File: src/rtl/aux_addr_unit.sv
module aux_addr_unit #(
  parameter int DW   = 16,
  parameter int NREG = 8
) (
  input  logic                    clk,
  input  logic                    rst_n,
  input  logic                    wr_en,
  input  logic [$clog2(NREG)-1:0] wr_sel,
  input  logic [DW-1:0]           wr_data,
  input  logic                    ptr_ld,
  input  logic [$clog2(NREG)-1:0] ptr_val,
  input  logic                    idx_ld,
  input  logic [DW-1:0]           idx_val,
  input  logic [2:0]              mod_op,
  input  logic [$clog2(NREG)-1:0] rd_sel,
  output logic [DW-1:0]           addr_out,
  output logic [DW-1:0]           rd_data
);
  localparam int PW = $clog2(NREG);
  localparam logic [2:0] OP_INC  = 3'b001;
  localparam logic [2:0] OP_DEC  = 3'b010;
  localparam logic [2:0] OP_ADDX = 3'b011;
  localparam logic [2:0] OP_SUBX = 3'b100;

  logic [DW-1:0] arf [NREG];
  logic [PW-1:0] ptr_q;
  logic [DW-1:0] idx_q;
  logic [DW-1:0] nxt;

  assign addr_out = arf[ptr_q];
  assign rd_data  = arf[rd_sel];

  always_comb begin
    case (mod_op)
      OP_INC:  nxt = addr_out + DW'(1);
      OP_DEC:  nxt = addr_out - DW'(1);
      OP_ADDX: nxt = addr_out + idx_q;
      OP_SUBX: nxt = addr_out - idx_q;
      default: nxt = addr_out;
    endcase
  end

  always_ff @(posedge clk) begin
    if (!rst_n) begin
      for (int i = 0; i < NREG; i++) arf[i] <= '0;
      ptr_q <= '0;
      idx_q <= '0;
    end else begin
      arf[ptr_q] <= nxt;
      if (wr_en) arf[wr_sel] <= wr_data;
      if (ptr_ld) ptr_q <= ptr_val;
      if (idx_ld) idx_q <= idx_val;
    end
  end


  inc_step_chk: assert property (@(posedge clk) disable iff (!rst_n)
    (!wr_en && mod_op == OP_INC) |=> arf[$past(ptr_q)] == DW'($past(addr_out) + 1'b1));


  dec_step_chk: assert property (@(posedge clk) disable iff (!rst_n)
    (!wr_en && mod_op == OP_DEC) |=> arf[$past(ptr_q)] == DW'($past(addr_out) - 1'b1));


  add_index_chk: assert property (@(posedge clk) disable iff (!rst_n)
    (!wr_en && mod_op == OP_ADDX) |=> arf[$past(ptr_q)] == DW'($past(addr_out) + $past(idx_q)));


  sub_index_chk: assert property (@(posedge clk) disable iff (!rst_n)
    (!wr_en && mod_op == OP_SUBX) |=> arf[$past(ptr_q)] == DW'($past(addr_out) - $past(idx_q)));


  hold_code_chk: assert property (@(posedge clk) disable iff (!rst_n)
    (!wr_en && (mod_op == 3'b000 || mod_op > OP_SUBX)) |=> arf[$past(ptr_q)] == $past(addr_out));


  write_wins_chk: assert property (@(posedge clk) disable iff (!rst_n)
    wr_en |=> arf[$past(wr_sel)] == $past(wr_data));


  ptr_load_chk: assert property (@(posedge clk) disable iff (!rst_n)
    ptr_ld |=> ptr_q == $past(ptr_val));


  other_hold_chk: assert property (@(posedge clk) disable iff (!rst_n)
    (!wr_en && rd_sel != ptr_q) |=> arf[$past(rd_sel)] == $past(rd_data));
endmodule

File: config.mk
export PLATFORM = sky130hd
export DESIGN_NAME = aux_addr_unit
export DESIGN_NICKNAME = d
export VERILOG_FILES = /design/src/rtl/aux_addr_unit.sv
export SDC_FILE = /design/constraint.sdc
export NUM_CORES = 1
export LEC_CHECK = 0
export BUFFER_PORTS_ARGS = -buffer_cell sky130_fd_sc_hd__buf_2
export CORE_AREA = 2 2 258 133
export DETAILED_ROUTE_END_ITERATION = 7
export DIE_AREA = 0 0 260 135
export PLACE_DENSITY = 0.5
export SYNTH_ARGS = -nofsm -noshare
export SYNTH_HDL_FRONTEND = slang
export SYNTH_SLANG_ARGS = --single-unit
File: constraint.sdc
create_clock -name clk -period 5.6 [get_ports clk]
set_input_delay 1.12 -clock clk [delete_from_list [all_inputs] [get_ports clk]]
set_output_delay 1.12 -clock clk [all_outputs]
set_load 0.02 [all_outputs]
**Yosys cells after proc, flatten, opt, wreduce, memory -nomap -nowiden**

Memory sizes are Yosys's and may differ from the RTL's. A register that Yosys moved wholly into a read port is not among the register bits.
Index checks and enable logic that the tools add are counted.

- Flip-flop bits (word level): 19
- RAM bits: 128
- Input bits: 49
- Output and inout port bits: 32
- Memories: 1

Memory list:

| memory | words | bits a word | read ports | clocked after memory_dff | wr ports | line | text |
|---|---|---|---|---|---|---|---|
| arf | 8 | 16 | 2 | 1 | 8 | 25 | `logic [DW-1:0] arf [NREG];` |

- Add/subtract/negate cells: 4
- Eq/ne operators: 4
- Muxes and demuxes: 14
- Reduce and logical (&&, ||, !) cells: 2

Operator list:

| kind | count |
|---|---|
| $pmux 16 s4 | 1 |
| $mux 16 | 2 |
| $reduce_or 16->1 | 2 |
| $add 16x1->16 const B | 1 |
| $add 16x16->16 | 1 |
| $sub 16x1->16 const B | 1 |
| $sub 16x16->16 | 1 |
| $mux 3 | 4 |
| $mux 1 | 7 |
| $eq 3x2->1 const B | 2 |
| $eq 3x1->1 const B | 1 |
| $eq 3x3->1 const B | 1 |

**Longest topological paths before layout**

- Depth in word-level cells: 5
- Gate-level depth with buffers: 17

**Least setup slack after synthesis**

Ideal clock, no wire load.

- Kind: input port to flip-flop
- Start: input mod_op[1]
- End: memory arf[0][10], data pin
- Data arrival time: 3.811 ns
- Data required time: 5.327 ns
- Slack: 1.517 ns
- Cell stages on the path: 14
- Buffers on the path: 1
- Cells stage by stage: nor2_1 -> and2_1 -> clkbuf_1 -> o21ai_0 -> ha_1 -> fa_1 -> nor2b_1 -> o21ai_0 -> a21oi_1 -> o21bai_1 -> a21boi_0 -> mux2i_1 -> a2bb2oi_1 -> o21ai_0

RTL lines:

| item | line | text |
|---|---|---|
| from (decl) | 14 | `input logic [2:0] mod_op,` |
| to (decl) | 25 |  |

==> flow_metrics.py <==
metrics = {
    "status": {
        "status": "finished, final reports clean",
    },
    "die": {
        "die_y_um": 135,
        "start_util": 0.298,
        "rows": 47,
        "ioPinCount": 81,
        "core_sq_mm": 0.0326,
        "die_w_um": 260,
        "die-area_sq_mm": 0.0351,
    },
    "drt": {
        "drtIter0Drc": 882,
        "via_count": 7756,
        "via_per_inst": 5.71,
        "drtAntennaViolNets": 0,
        "drc": 0,
        "routedWlPerCell_um": 25.7,
        "first_pass_iters": 5,
        "routed_wl_um": 34900,
    },
    "global_routing": {
        "gr-total-overflow": 0,
        "grt_max_degree": 33,
        "antenna_found_initial": 1,
        "grt_pass1_wl_um": 51200,
        "grt_pass1_vias": 7425,
        "grt.total_usage": 0.204,
    },
    "pwr": {
        "clkPwrFrac": 0.352,
        "comb_power_share": 0.258,
        "seqPwrFrac": 0.390,
        "total_leakage_power_nw": 4.22,
        "p_sw_frac": 0.318,
        "intPower_mw": 2.39,
        "ir_drop_mv": 0.238,
        "p_sw_mw": 1.11,
        "p_per_area_mw_per_mm2": 308,
    },
    "synth": {
        "synth_edf_count": 128,
        "synth-seq-cells": 150,
        "async_flop_share": 0,
        "synth_cells": 846,
        "synthTopCellsByArea": "edfxtp_1, mux4_2, a22o_1",
        "ys_types": 61,
        "syn_area_per_cell_sq_um": 11.5,
        "synth.most_common_cell": "edfxtp_1",
        "yosysSeqAreaShare": 0.440,
        "ys.flop_type": "edfxtp_1",
        "synth_top_cells_by_count": "edfxtp_1, nand2_1, o21ai_0",
        "synthesis.area_sq_mm": 0.00973,
        "syn_nets": 912,
        "synth_top_area_share": 0.395,
        "ys_warn_count": 0,
        "synth_top_area_cell": "edfxtp_1",
    },
    "placed_design": {
        "place.gp.congestion": 0.851,
        "dp_hpwl_um": 24300,
        "dp.cells": 1328,
        "numPortBuffers": 80,
    },
    "sta": {
        "period_share": 0.862,
        "fin_setup_tns_ps": 0,
        "skew_ps": 12.3,
        "setup_viol": 0,
        "finalHoldViolations": 0,
        "worst-slew-pin-transition_ps": 1100,
        "rsz0062_at_grt": "no",
        "relSlewSlack": 0.259,
        "post-route-min-period_ps": 4830,
        "slew_viol_final": 0,
        "fmax_mhz": 207,
    },
    "worst_hold_path": {
        "min_to": "idx_q[0]$_SDFFE_PN0P_",
        "min_delay_path_depth": 2,
        "hold_start": "idx_q[0]$_SDFFE_PN0P_",
        "hold_class": "flip-flop to flip-flop",
    },
    "worst_setup_path": {
        "r2r-end": "arf[2][15]$_DFFE_PP_",
        "path_max_fanout": 11,
        "timing.rr.start": "idx_q[1]$_SDFFE_PN0P_",
        "rr_worst_depth": 16,
        "crit_type": "flip-flop to flip-flop",
        "crit_required_ps": 5760,
        "cp.arrival_ps": 4990,
        "worstSetupEndpointType": "flip-flop",
        "reg2reg_setup_slack_ps": 770,
        "cp-start-kind": "flip-flop",
    },
    "clocking": {
        "path_clk_slew_ps": 70,
        "cts_tree": "built",
        "htreeDepth": 4,
        "cts_buffers": 17,
        "clockRootBuffer": "clkbuf_16",
        "cts_resized": 0,
        "numClockSinks": 150,
        "clock_latency_ps": 450,
        "cts_buffer_depth": 2,
        "cts_setup_buffers": 0,
        "cts_hold_buffers": 0,
    },
    "finish": {
        "layout-drive-gt1-share": 0.285,
        "diodes": 0,
        "finalNonFillerCells": 1359,
        "area_delta_synth_final_pct": 16.9,
        "nFillCells": 3234,
        "nets": 972,
    },
    "run": {
        "max_cap_viol_count": 0,
    },
}
routing by layer:
layer,part of all wire,track usage
met4,0.011,0.0441
met5,0,0
met2,0.42,0.286
met1,0.48,0.310
met3,0.094,0.0576
metrics by stage:
step | worst slack, ps | area (sq um) | power, mW | utilization | hold WS (ps)
CTS | 810 | 11400 | 3.51 | 0.348 | 541
global placement | 630 | 10800 | 2.28 | 0.330 | 530
floorplan | 1520 | 9730 | 1.97 | - | 507
global route | 317 | 11400 | 3.64 | 0.348 | 577
detailed placement | 589 | 10800 | 2.28 | 0.330 | 531
finish | 772 | 11400 | 3.50 | 0.348 | 539
worst max-delay path by stage:
stage                     startpoint                    to  cells after the start
2_1_floorplan              mod_op[1]  arf[0][10]$_DFFE_PP_                     14
3_3_place_gp               mod_op[0]  arf[0][15]$_DFFE_PP_                     14
3_5_place_dp               mod_op[0]  arf[2][15]$_DFFE_PP_                     14
4_1_cts        idx_q[1]$_SDFFE_PN0P_  arf[2][15]$_DFFE_PP_                     16
5_1_grt        idx_q[1]$_SDFFE_PN0P_  arf[2][15]$_DFFE_PP_                     16
6_report       idx_q[1]$_SDFFE_PN0P_  arf[2][15]$_DFFE_PP_                     16
power by group through the flow:
stage	Sequential, mW	Combinational (mW)	Clock, mW
after floorplan	1.36	0.610	0
after global placement	1.38	0.896	0
after CTS	1.36	0.902	1.24
after global routing	1.38	0.978	1.29
after detailed placement	1.39	0.898	0
final	1.36	0.903	1.23
layout make-up:
class                   instances  area (sq um)  area share
repair buffers                110           638      0.0561
well taps                     441           552      0.0485
inverters                      13          48.8     0.00429
multi-input cells             614          5230       0.460
clock inverters                13           181      0.0160
flip-flops and latches        150          4290       0.377
clock buffers                  18           429      0.0378
critical path, cell delays in order (launching register included):
cell and delay [ps]:
dfxtp_1 340, inv_1 100, ha_1 260, nand3_2 110, or3_4 350, or3_4 350
or3_4 340, or3_1 330, a21boi_0 180, o22ai_1 110, ha_1 300, buf_4 180
nand2_1 110, o41ai_1 690, mux2i_1 190, a211oi_2 450, o21ai_0 160
cells by family (layout without fill, tap and decap cells):
group | after synthesis | count (layout) | share of synthesized area
XOR/XNOR | 9 | 9 | 0.00810
AND/OR/NAND/NOR | 233 | 233 | 0.116
AO/OA/AOI/OAI | 226 | 226 | 0.162
buffers and inverters | 82 | 154 | 0.0322
adder cells (fa/ha/maj) | 17 | 17 | 0.0226
flip-flops | 150 | 150 | 0.440
multiplexers | 129 | 129 | 0.219
placed cells by master, fill, tap and decap left out, drive strengths merged, types with 24 or more instances in the layout:
master | synthesis | layout
a22o | 64 | 64
buf | 26 | 110
edfxtp | 128 | 128
mux2 | 31 | 31
mux2i | 34 | 34
mux4 | 64 | 64
nand2 | 83 | 83
nor2 | 55 | 55
nor3 | 24 | 24
o21ai | 71 | 71
state kept, by name, summed over array words and instances, names as in the netlist, named ones only:
name and count:
idx_q 16, ptr_q 3, arf 128
Power figures use the tool's default switching activity.
